### src/rtl/jackpot_pkg.sv
package jackpot_pkg;

  typedef enum logic [0:0] {
    GAME_PLAY    = 1'b0,
    GAME_JACKPOT = 1'b1
  } gameState_t;

  typedef struct packed {
    logic advance;
    logic showAll;
  } gameStrobe_t;

endpackage

### src/rtl/jackpot_prescaler.sv
module jackpot_prescaler #(
  parameter int STEP_DIV = 15_625_000
) (
  input  logic clk,
  input  logic rstN,
  output logic stepTick
);
  localparam int CNT_W = (STEP_DIV > 2) ? $clog2(STEP_DIV) : 1;
  localparam logic [CNT_W-1:0] LAST = CNT_W'(STEP_DIV - 1);

  logic [CNT_W-1:0] divCnt;

  always_ff @(posedge clk or negedge rstN) begin
    if (!rstN) begin
      divCnt <= '0;
    end else if (divCnt == LAST) begin
      divCnt <= '0;
    end else begin
      divCnt <= divCnt + 1'b1;
    end
  end

  assign stepTick = (divCnt == LAST);

endmodule

### src/rtl/jackpot_sw_edge.sv
module jackpot_sw_edge #(
  parameter int WIDTH       = 4,
  parameter int SYNC_STAGES = 2
) (
  input  logic             clk,
  input  logic             rstN,
  input  logic [WIDTH-1:0] swIn,
  output logic [WIDTH-1:0] swRise
);
  logic [SYNC_STAGES-1:0][WIDTH-1:0] syncChain;
  logic [WIDTH-1:0]                  swPrev;

  always_ff @(posedge clk or negedge rstN) begin
    if (!rstN) begin
      syncChain <= '0;
      swPrev    <= '0;
    end else begin
      syncChain[0] <= swIn;
      for (int s = 1; s < SYNC_STAGES; s++) begin
        syncChain[s] <= syncChain[s-1];
      end
      swPrev <= syncChain[SYNC_STAGES-1];
    end
  end

  genvar b;
  generate
    for (b = 0; b < WIDTH; b++) begin : g_rise
      assign swRise[b] = syncChain[SYNC_STAGES-1][b] & ~swPrev[b];
    end
  endgenerate

endmodule

### src/rtl/jackpot_control.sv
module jackpot_control
  import jackpot_pkg::*;
(
  input  logic        clk,
  input  logic        rstN,
  input  logic        stepTick,
  input  logic        litHit,
  output gameStrobe_t strobe
);
  gameState_t curState;
  gameState_t nextState;

  always_comb begin
    nextState = curState;
    unique case (curState)
      GAME_PLAY:    if (litHit) nextState = GAME_JACKPOT;
      GAME_JACKPOT: nextState = GAME_JACKPOT;
      default:      nextState = GAME_PLAY;
    endcase
  end

  always_ff @(posedge clk or negedge rstN) begin
    if (!rstN) begin
      curState <= GAME_PLAY;
    end else begin
      curState <= nextState;
    end
  end

  always_comb begin
    strobe.advance = stepTick && (curState == GAME_PLAY);
    strobe.showAll = (curState == GAME_JACKPOT);
  end

endmodule

### src/rtl/jackpot_datapath.sv
module jackpot_datapath
  import jackpot_pkg::*;
#(
  parameter int NUM_LEDS = 4
) (
  input  logic                clk,
  input  logic                rstN,
  input  gameStrobe_t         strobe,
  input  logic [NUM_LEDS-1:0] swRise,
  output logic                litHit,
  output logic [NUM_LEDS-1:0] led
);
  localparam logic [NUM_LEDS-1:0] FIRST_LED = NUM_LEDS'(1);

  logic [NUM_LEDS-1:0] litPos;

  always_ff @(posedge clk or negedge rstN) begin
    if (!rstN) begin
      litPos <= FIRST_LED;
    end else if (strobe.advance) begin
      litPos <= {litPos[NUM_LEDS-2:0], litPos[NUM_LEDS-1]};
    end
  end

  assign litHit = |(litPos & swRise);
  assign led    = strobe.showAll ? '1 : litPos;

endmodule

### src/rtl/jackpot_game.sv
module jackpot_game
  import jackpot_pkg::*;
#(
  parameter int NUM_LEDS    = 4,
  parameter int STEP_DIV    = 15_625_000,
  parameter int SYNC_STAGES = 2
) (
  input  logic                clk,
  input  logic                rstN,
  input  logic [NUM_LEDS-1:0] sw,
  output logic [NUM_LEDS-1:0] led
);
  logic                stepTick;
  logic [NUM_LEDS-1:0] swRise;
  logic                litHit;
  gameStrobe_t         strobe;

  jackpot_prescaler #(.STEP_DIV(STEP_DIV)) i_prescaler (
    .clk(clk), .rstN(rstN), .stepTick(stepTick)
  );

  jackpot_sw_edge #(.WIDTH(NUM_LEDS), .SYNC_STAGES(SYNC_STAGES)) i_swEdge (
    .clk(clk), .rstN(rstN), .swIn(sw), .swRise(swRise)
  );

  jackpot_control i_control (
    .clk(clk), .rstN(rstN), .stepTick(stepTick), .litHit(litHit), .strobe(strobe)
  );

  jackpot_datapath #(.NUM_LEDS(NUM_LEDS)) i_datapath (
    .clk(clk), .rstN(rstN), .strobe(strobe), .swRise(swRise),
    .litHit(litHit), .led(led)
  );

endmodule

### config.mk
export PLATFORM = sky130hd
export DESIGN_NAME = jackpot_game
export DESIGN_NICKNAME = d
export VERILOG_FILES = /design/src/rtl/jackpot_pkg.sv /design/src/rtl/jackpot_prescaler.sv /design/src/rtl/jackpot_sw_edge.sv /design/src/rtl/jackpot_control.sv /design/src/rtl/jackpot_datapath.sv /design/src/rtl/jackpot_game.sv
export SDC_FILE = /design/constraint.sdc
export NUM_CORES = 1
export LEC_CHECK = 0
export ABC_AREA = 0
export ABC_CLOCK_PERIOD_IN_PS = 2200
export BUFFER_PORTS_ARGS = -buffer_cell sky130_fd_sc_hd__buf_2
export CORE_MARGIN = 2
export CORE_UTILIZATION = 43
export DETAILED_ROUTE_END_ITERATION = 10
export GPL_TIMING_DRIVEN = 1
export HOLD_SLACK_MARGIN = 0.1
export PLACE_DENSITY_LB_ADDON = 0.25
export SYNTH_ARGS = -nofsm -noshare
export SYNTH_HDL_FRONTEND = slang
export SYNTH_HIERARCHICAL = 1
export SYNTH_SLANG_ARGS = --single-unit
### constraint.sdc
create_clock -name clk -period 2.2 [get_ports clk]
set_input_delay 0.33 -clock clk [delete_from_list [all_inputs] [get_ports clk]]
set_output_delay 0.33 -clock clk [all_outputs]
set_load 0.01 [all_outputs]
==> results of run 1 <==
final cells by class:
class	count	area [sq um]	area share, %
clock inverters	3	46.3	2.29
repair buffers	10	52.6	2.60
multi-input cells	105	752	37.1
clock buffers	5	68.8	3.40
flip-flops and latches	41	1030	50.7
inverters	4	15.0	0.742
well taps	50	62.6	3.09
stage by stage:
stage	area [sq um]	std cells	total power, uW	hold WS [ns]
final	2020	218	1390	0.140
after global routing	2020	218	1450	0.126
after CTS	2020	218	1410	0.131
after detailed placement	1910	210	811	0.336
after global placement	1910	210	809	0.333
after floorplan	1810	153	790	0.0344
cells by family after synthesis:
group | after synthesis | synth area share (%)
AO/OA/AOI/OAI | 10 | 3.52
XOR/XNOR | 16 | 7.74
adder cells (fa/ha/maj) | 1 | 0.690
buffers and inverters | 7 | 1.79
flip-flops | 41 | 56.7
multiplexers | 8 | 4.70
AND/OR/NAND/NOR | 70 | 24.9
cells in the final DEF (no fill, tap or decap), types with 2 or more instances in the layout:
cell type	n
a22oi_1	2
and3_1	2
and4_1	3
buf_2	9
clkbuf_8	5
dfrtp_1	40
inv_1	4
mux2_1	4
mux2i_1	4
nand2_1	6
nand3_1	12
nand4_1	4
nor2_1	16
nor2b_4	4
nor3_1	2
nor4_1	3
o21ai_0	4
or2_1	6
xnor2_1	8
xor2_1	8
sequential cells by signal, summed over array words and instances (netlist names):
register / cells
i_control/curState: 1
i_swEdge/swPrev: 4
i_swEdge/syncChain: 8
i_prescaler/divCnt: 24
i_datapath/litPos: 4
cell usage after synthesis (all sizes together):
cell / number
and2: 1
mux2: 4
clkbuf: 1
xnor2: 8
a22oi: 2
nor2b: 5
or3: 1
xor2: 8
nor2: 16
ha: 1
dfstp: 1
o31ai: 1
o21ai: 4
and4: 4
nand4b: 1
nor3: 2
a21o: 1
and2b: 1
or2: 6
nor4b: 1
and4b: 1
mux2i: 4
nand3: 12
dfrtp: 40
nand4: 6
nand2: 6
or4: 1
a21oi: 2
buf: 2
inv: 4
and3: 2
nor4: 4
power by group through the flow:
stage	clock network, uW	registers [uW]	logic, uW
global placement	0	784	24.7
finish	597	770	24.0
CTS	613	771	25.8
global route	651	772	28.3
floorplan	0	784	6.41
detailed placement	0	786	25.6
worst register-to-register path: stages, from the launching register on:
cell     delay, ns
dfrtp_1       0.40
ha_1          0.25
nand3_1       0.12
or3_1         0.43
nor2_1        0.14
and2b_2       0.21
mux2_1        0.33
layer usage:
layer | global-route usage, % | vias to the layer above | share of wire, %
met3 | 4.55 | 8 | 3.8
li1 | - | 562 | -
met4 | 8.33 | 0 | 2.0
met5 | 0 | - | 0
met1 | 21.6 | 573 | 47
met2 | 24.6 | 25 | 48
how the worst max path moves through the flow:
stage,cells past startpoint,end,startpoint
CTS,6,i_datapath/litPos[2],i_prescaler/divCnt[0]
finish,6,i_datapath/litPos[1],i_prescaler/divCnt[0]
floorplan,7,i_datapath/litPos[1],i_prescaler/divCnt[0]
detailed placement,6,i_datapath/litPos[2],i_prescaler/divCnt[0]
global placement,6,i_datapath/litPos[1],i_prescaler/divCnt[0]
global route,6,i_datapath/litPos[3],i_prescaler/divCnt[0]
==> results.md, run 1 <==
* Worst Max-Slew Pin Slew at 0.859 ns
* GRT Total Usage at 16.4%
* Final Slew Violations at 0
* Fmax at 500 MHz
* Layout Nets at approximately 170
* Crit Reg-Reg Endpoint: i_datapath/litPos[1]
* Worst r2r src: i_prescaler/divCnt[0]
* Drt drc at 0
* Clock latency on the worst-skew pair at between 0.2 and 0.3 ns
* Fillers at roughly 380
* Top cell family by delay on the critical path: simple AND/OR/NAND/NOR gates
* Clk sink count at 41
* Final Critical Period at between 2 and 2.5 ns
* WP data required at 2.37 ns
* Syn Nets at 160
* First-pass GRT wire length at between 5000 and 6000 microns
* Maximum vdd drop at approximately 0.54 mV
* Vias at roughly 1200
* Post-layout util at 50.2%
* DR vias/cell at 5.36
* Skew final at 0.00468 ns
* Clock network power share at 42.9%
* Core ar. at about 4000 sq um
* GR Overflow Total at 0
* Post-route ant nets at 0
* Die Height at roughly 69 microns
* Slowest CP cell: or3_1
* Worst path arrival time at between 2 and 2.5 ns
* Gate Count Post-Synth at around 150
* P_sw at between 200 and 300 uW
* Hpwl dp at around 2200 microns
* Top Ports at 10
* Crit path buf inv count at 0
* Final setup violation count at 0
* Hold Path Origin: sw[3]
* Hold Crit Class: in -> reg
* Crit Path Class: reg -> reg
* Cells on worst reg2reg path at 6
* Routed wirelength normalized by instance count at 14.3 microns
* Die area at 4750 sq um
* Share of cells above drive strength 1 at 17.9%
* Register bit total from synthesis at between 40 and 50
* Num CTS Buffers at 5
* Slew HR at a little over two fifths
* Final Wtd Congestion at 0.815
* Top cells by area, synth: dfrtp_1 (55%), xnor2_1 (3.9%), xor2_1 (3.9%)
* Worst setup margin at between 0.15 and 0.2 ns
* Endpoints failing hold at 0
* Post-cts resize count at 0
* Warnings, synthesis at 6
* CTS tree: yes
* Combinational share of power at under 10%
* Mapped Avg Cell Area at 11.8 sq um
* Vias in the first global route at 1215
* Hold Crit Depth at 1
* Hold Path Sink: i_swEdge/syncChain[3]
* Run status: completed
* Layout area overhead at 11.7%
* Crit. End Element: register
* Register area share after synthesis at 56.7%
* # Post-CTS Setup Buffers at 0
* Clock transition at the registers of the reported paths at 0.08 ns
* Die width at 68.9 microns
* Root Buffer: clkbuf_8
* Max-cap viol count at 0
* Setup TNS at 0 ns
* Largest stage delay, worst path at 0.42 ns
* Internal power at 1110 uW
* Reg2Reg Setup Slack at 0.20 ns
* Share of the synthesized area in the top cell type at between 50% and 60%
* Clock Tree Buf Depth at 2
* Sequential Power Share at 55.4%
* CP startpoint kind: register
* Pre-antenna DRT Iters at 4
* Hold-fix buffers, CTS at 0
* Place WS at between 0.2 and 0.25 ns
* CP max FO at 5
* Cell area after synthesis at between 1500 and 2000 sq um
* # diodes at 0
* Total Wirelength at about 3100 microns
* Switching Share at around a fifth
* DRT iter0 DRCs at between 70 and 80
* Port Buffers at 9
* Largest net degree at the start of global routing at 42
* RSZ-0062 raised after global routing: no
* Site Rows at 23
* Synth cell types at 39
* Chain of cells forming the critical path: ha_1, nand3_1, or3_1, nor2_1, and2b_2, mux2_1
* Htree depth at 2
* Pwr/cell area at 687 nW/um^2
* Initial Util at between 40% and 50%
* Pleak at ~0.00094 uW
* Initial antenna violation count at 0
* Area leader, netlist: dfrtp_1
* Period utilization at 90.9%
Note: power is estimated with default switching activity, not from simulation.
==> run 2, diff against run 1 <==
--- a/config.mk
+++ b/config.mk
@@ -13,7 +13,7 @@
 export DETAILED_ROUTE_END_ITERATION = 10
 export GPL_TIMING_DRIVEN = 1
 export HOLD_SLACK_MARGIN = 0.1
-export PLACE_DENSITY_LB_ADDON = 0.25
+export PLACE_DENSITY = 0.73
 export SYNTH_ARGS = -nofsm -noshare
 export SYNTH_HDL_FRONTEND = slang
 export SYNTH_HIERARCHICAL = 1
==> results.md, run 2 (same netlist as run 1, synthesis figures left out) <==
* Final std cells w/o fill at 218 (unchanged)
* Worst path arrival time at 2.17 ns (about the same)
* Clock latency on the worst-skew pair at 0.29 ns (about the same)
* DRT iter0 DRCs at 48 (-35%)
* WP data required at 2.38 ns (about the same)
* Port Buffers at 9 (unchanged)
* Clock Tree Buf Depth at 2 (unchanged)
* Max reg flops at 24 (unchanged)
* Hold-fix buffers, CTS at 0 (unchanged)
* Endpoints failing hold at 0 (unchanged)
* Htree depth at 2 (unchanged)
* Hpwl dp at 2210 microns (+0.19%)
* Clock transition at the registers of the reported paths at 0.08 ns (about the same)
* Initial antenna violation count at 0 (unchanged)
* Period utilization at 90.4% (-0.56 points)
* Fillers at 369 (-1.9%)
* Hold WS at 0.134 ns (-0.00586 ns)
* CP max FO at 5 (unchanged)
* GRT Total Usage at 16.6% (+0.21 points)
* # Post-CTS Setup Buffers at 0 (unchanged)
* Pre-antenna DRT Iters at 4 (unchanged)
* Die width at 68.9 microns (unchanged)
* Crit. End Element: register
* Clock network power share at 38.7% (-4.2 points)
* P_sw at 293 uW (+4.7%)
* Die Height at 68.9 microns (unchanged)
* Worst r2r src: i_prescaler/divCnt[0]
* Fmax at 503 MHz (+0.62%)
* Post-route ant nets at 0 (unchanged)
* Drt drc at 0 (unchanged)
* Pleak at 0.000928 uW (-1.0%)
* Max-cap viol count at 0 (unchanged)
* Crit. Startpoint: i_prescaler/divCnt[0]
* Layout area overhead at 10.6%
* Top Ports at 10 (unchanged)
* Hold Crit Depth at 1 (unchanged)
* GR Overflow Total at 0 (unchanged)
* # diodes at 0 (unchanged)
* First-pass GRT wire length at 5670 microns (+1.6%)
* Commonest non-fill, non-tap cell in the layout: dfrtp_1
* Sequential Power Share at 59.5% (+4.1 points)
* Total Wirelength at 3040 microns (-2.8%)
* Clk sink count at 41 (unchanged)
* Maximum vdd drop at 0.470 mV (-13%)
* Hold Crit Class: in -> reg
* Top Registers: i_prescaler/divCnt: 24 flops, i_swEdge/syncChain: 8 flops
* Die area at 4750 sq um (unchanged)
* Hold Path Origin: sw[1]
* Share of cells above drive strength 1 at 17.9% (unchanged)
* Biggest register: i_prescaler/divCnt
* Switching Share at 22.6% (+2.5 points)
* Final Wtd Congestion at 0.840 (+3.0%)
* Site Rows at 23 (unchanged)
* Most frequent cells in the layout: dfrtp_1 (40), nor2_1 (16), nand3_1 (12)
* Num CTS Buffers at 5 (unchanged)
* Layout Nets at 174 (unchanged)
* Setup TNS at 0 ns (unchanged)
* Reg2Reg Setup Slack at 0.21 ns (about the same)
* Crit Path Class: reg -> reg
* CP startpoint kind: register
* Inst Count DP at 210 (unchanged)
* Pwr/cell area at 646 nW/um^2 (-6.0%)
* Worst Max-Slew Pin Slew at 0.852 ns (-0.00743 ns)
* Combinational share of power at 1.8% (about the same)
* Final Slew Violations at 0 (unchanged)
* Core ar. at 4030 sq um (unchanged)
* Routed wirelength normalized by instance count at 13.9 microns (-2.8%)
* CTS tree: yes
* Crit Reg-Reg Endpoint: i_datapath/litPos[1]
* Initial Util at 45.0% (unchanged)
* Cells on worst reg2reg path at 6 (unchanged)
* Vias at 1173 (+0.43%)
* RSZ-0062 raised after global routing: no
* Run status: completed
* Root Buffer: clkbuf_8
* DR vias/cell at 5.38 (+0.43%)
* Final Critical Period at 1.99 ns (-0.0124 ns)
* Vias in the first global route at 1214 (-0.082%)
* Internal power at 1000 uW (-10%)
* Hold Path Sink: i_swEdge/syncChain[1]
* Final setup violation count at 0 (unchanged)
* Largest net degree at the start of global routing at 42 (unchanged)
* Skew final at 0.00184 ns (-0.00284 ns)
* Post-cts resize count at 0 (unchanged)
* Slew HR at 43.2% (+0.50 points)
[run 2: changes by cell type in the layout (fill, tap and decap cells not counted), sizes merged]
cell / before / now
inv: 4 / 5
bufinv: 1 / 0
[run 2: stage by stage]
stage | setup WS, ns | power [uW] | util (%) | cell area, sq um
3_5_place_dp | 0.207 | 810 | 47.4 | 1910
2_1_floorplan | 0.128 | 790 | - | 1810
6_report | 0.212 | 1290 | 49.7 | 2000
3_3_place_gp | 0.297 | 809 | 47.4 | 1910
4_1_cts | 0.196 | 1310 | 49.7 | 2000
5_1_grt | 0.0543 | 1360 | 49.7 | 2000
[run 2: layout make-up]
| cell class | instances | area (sq um) | area share, % |
|---|---|---|---|
| multi-input combinational | 105 | 752 | 37.5 |
| clock buffer | 5 | 68.8 | 3.44 |
| inverter | 4 | 15.0 | 0.750 |
| sequential | 41 | 1030 | 51.3 |
| tap | 50 | 62.6 | 3.12 |
| clock inverter | 3 | 25.0 | 1.25 |
| timing repair buffer | 10 | 52.6 | 2.62 |
[run 2: worst max-delay path, cell delays in order, from the launching register on]
cell and delay (ns):
dfrtp_1 0.40, ha_1 0.25, nand3_1 0.13, or3_1 0.42, nor2_1 0.13, and2b_2 0.21
mux2_1 0.34
[run 2: metal layers]
layer	vias up	track usage, %	part of all wire (%)
met1	586	22.2	47
met3	6	4.87	3.4
met5	-	0	0
li1	562	-	-
met4	0	6.86	1.9
met2	19	25.2	48
[run 2: worst max path at each step]
stage	end	slack (ns)
after floorplan	i_datapath/litPos[1]	0.13
after global placement	i_datapath/litPos[1]	0.30
after detailed placement	i_datapath/litPos[1]	0.21
after CTS	i_datapath/litPos[1]	0.20
after global routing	i_datapath/litPos[1]	0.05
final	i_datapath/litPos[1]	0.21
[run 2: power groups by stage]
| stage | Clock, uW | Sequential [uW] | Combinational [uW] |
|---|---|---|---|
| 2_1_floorplan | 0 | 784 | 6.41 |
| 3_3_place_gp | 0 | 784 | 24.4 |
| 3_5_place_dp | 0 | 785 | 25.3 |
| 4_1_cts | 516 | 770 | 25.4 |
| 5_1_grt | 559 | 772 | 28.2 |
| 6_report | 500 | 770 | 23.9 |
==> run 3, diff against run 2 <==
--- a/config.mk
+++ b/config.mk
@@ -14,6 +14,7 @@
 export GPL_TIMING_DRIVEN = 1
 export HOLD_SLACK_MARGIN = 0.1
 export PLACE_DENSITY = 0.73
+export SETUP_SLACK_MARGIN = 0.4
 export SYNTH_ARGS = -nofsm -noshare
 export SYNTH_HDL_FRONTEND = slang
 export SYNTH_HIERARCHICAL = 1
==> results.md, run 3 (same netlist as run 1, synthesis figures left out) <==
* CP max FO at 4 (-1)
* GR Overflow Total at 0 (unchanged)
* Clock latency on the worst-skew pair at 0.29 ns (about the same)
* Metal3 WL at 77 microns (-25%)
* Hold WS at 0.140 ns (+0.00574 ns)
* DRT iter0 DRCs at 34 (-29%)
* Root Buffer: clkbuf_8
* Maximum vdd drop at 0.652 mV (+39%)
* First-pass GRT wire length at 6040 microns (+6.6%)
* CP startpoint kind: register
* Die Height at 68.9 microns (unchanged)
* Htree depth at 2 (unchanged)
* Final Critical Period at 1.78 ns (-0.211 ns)
* Worst path arrival time at 1.95 ns (-0.22 ns)
* Final std cells w/o fill at 226 (+3.7%)
* Site Rows at 23 (unchanged)
* Slew HR at 41.3% (-1.9 points)
* Hpwl dp at 2310 microns (+4.7%)
* Routed wirelength normalized by instance count at 15.2 microns (+9.2%)
* Crit. End Element: register
* RSZ-0062 raised after global routing: yes
* Layout Nets at 182 (+4.6%)
* Drt drc at 0 (unchanged)
* Clock transition at the registers of the reported paths at 0.08 ns (about the same)
* Crit Path Class: reg -> reg
* Skew final at 0.00604 ns (+0.00420 ns)
* Met2 WL post-DR at 1730 microns (+19%)
* Die width at 68.9 microns (unchanged)
* Port Buffers at 9 (unchanged)
* GRT Total Usage at 18.0% (+1.4 points)
* Final Wtd Congestion at 0.779 (-7.2%)
* Layout area overhead at 19.6%
* Final Slew Violations at 0 (unchanged)
* Top Registers: i_prescaler/divCnt: 24 flops, i_swEdge/syncChain: 8 flops
* Setup TNS at 0 ns (unchanged)
* Pwr/cell area at 697 nW/um^2 (+7.8%)
* Endpoints failing hold at 0 (unchanged)
* Pleak at 0.000998 uW (+7.5%)
* Top Ports at 10 (unchanged)
* Max reg flops at 24 (unchanged)
* WP data required at 2.38 ns (about the same)
* Vias in the first global route at 1256 (+3.5%)
* Post-Route M1 WL at 1550 microns (+9.0%)
* Core ar. at 4030 sq um (unchanged)
* Hold Crit Class: in -> reg
* Most frequent cells in the layout: dfrtp_1 (39), nor2_1 (15), nand3_1 (9), buf_4 (9), buf_2 (9)
* Commonest non-fill, non-tap cell in the layout: dfrtp_1
* Period utilization at 80.8% (-9.6 points)
* Final setup violation count at 0 (unchanged)
* Num CTS Buffers at 5 (unchanged)
* Pre-antenna DRT Iters at 4 (unchanged)
* Clk sink count at 41 (unchanged)
* Initial antenna violation count at 0 (unchanged)
* Share of cells above drive strength 1 at 27.8% (+10 points)
* Place WS at 0.358 ns (+0.150 ns)
* Die area at 4750 sq um (unchanged)
* CTS tree: yes
* Worst Max-Slew Pin Slew at 0.880 ns (+0.0280 ns)
* Initial Util at 45.0% (unchanged)
* Post-route ant nets at 0 (unchanged)
* # diodes at 0 (unchanged)
* Vias at 1210 (+3.2%)
* Highest metal used: met4
* Fmax at 563 MHz (+12%)
* Total Wirelength at 3440 microns (+13%)
* Worst setup margin at 0.423 ns (+0.211 ns)
* Biggest register: i_prescaler/divCnt
* DR vias/cell at 5.35 (-0.50%)
* Largest net degree at the start of global routing at 42 (unchanged)
* Max-cap viol count at 0 (unchanged)
* Run status: completed
* Inst Count DP at 210 (unchanged)
* Clock Tree Buf Depth at 2 (unchanged)
run 3: cell count changes in the layout (fill, tap and decap cells not counted), moves of 2 or more:
| cell | delta |
|---|---|
| nand3_1 | -3 |
| bufinv_16 | +2 |
| nand3_2 | +3 |
| buf_4 | +8 |
run 3: cell type report:
type,count,area [sq um]
well taps,50,62.6
clock buffers,5,68.8
multi-input cells,105,811
flip-flops and latches,41,1030
clock inverters,3,68.8
fillers,348,1860
inverters,4,15.0
repair buffers,18,113
run 3: layer usage:
metal | GRT usage, % | vias to the layer above
met5 | 0 | -
li1 | - | 578
met4 | 10.8 | 0
met1 | 22.6 | 607
met3 | 3.90 | 8
met2 | 28.4 | 17
run 3: final timing paths:
| path | slack, ns | cells past startpoint | endpoint | startpoint |
|---|---|---|---|---|
| setup / recovery | 0.42 | 6 | i_datapath/litPos[2] | i_prescaler/divCnt[0] |
| hold / removal | 0.14 | 1 | i_swEdge/syncChain[1] | sw[1] |
| setup reg to reg | 0.42 | 6 | i_datapath/litPos[2] | i_prescaler/divCnt[0] |
| hold reg to reg | 0.35 | 0 | i_swEdge/syncChain[5] | i_swEdge/syncChain[1] |
| max in group asynchronous | 1.45 | 1 | i_prescaler/divCnt[2] | rstN |
| min in group asynchronous | 0.15 | 1 | i_swEdge/swPrev[3] | rstN |
run 3: critical path, cell delays in order (launching register included):
cell and delay, ns:
dfrtp_1 0.40, ha_4 0.16, nand3_2 0.08, or3_4 0.37, nor2_4 0.12, and2b_2 0.22
mux2_1 0.33
run 3: where the power goes:
part	total (uW)	internal (uW)	switching, uW
Sequential	770	764	5.96
Clock	715	457	259
Combinational	24.5	8.77	15.7
run 3: per-stage QoR:
stage               power [uW]  utilization [%]  area (sq um)
detailed placement         811             48.1          1940
CTS                       1530             53.2          2140
floorplan                  790                -          1850
global route              1550             53.8          2170
global placement           809             48.1          1940
finish                    1510             53.8          2170
run 3: repair_timing:
item,4_1_cts,5_1_grt
hold buffers,0,0
pin swaps,2,0
buffers inserted,7,1
setup endpoints to repair,4,5
gates resized for setup,3,4
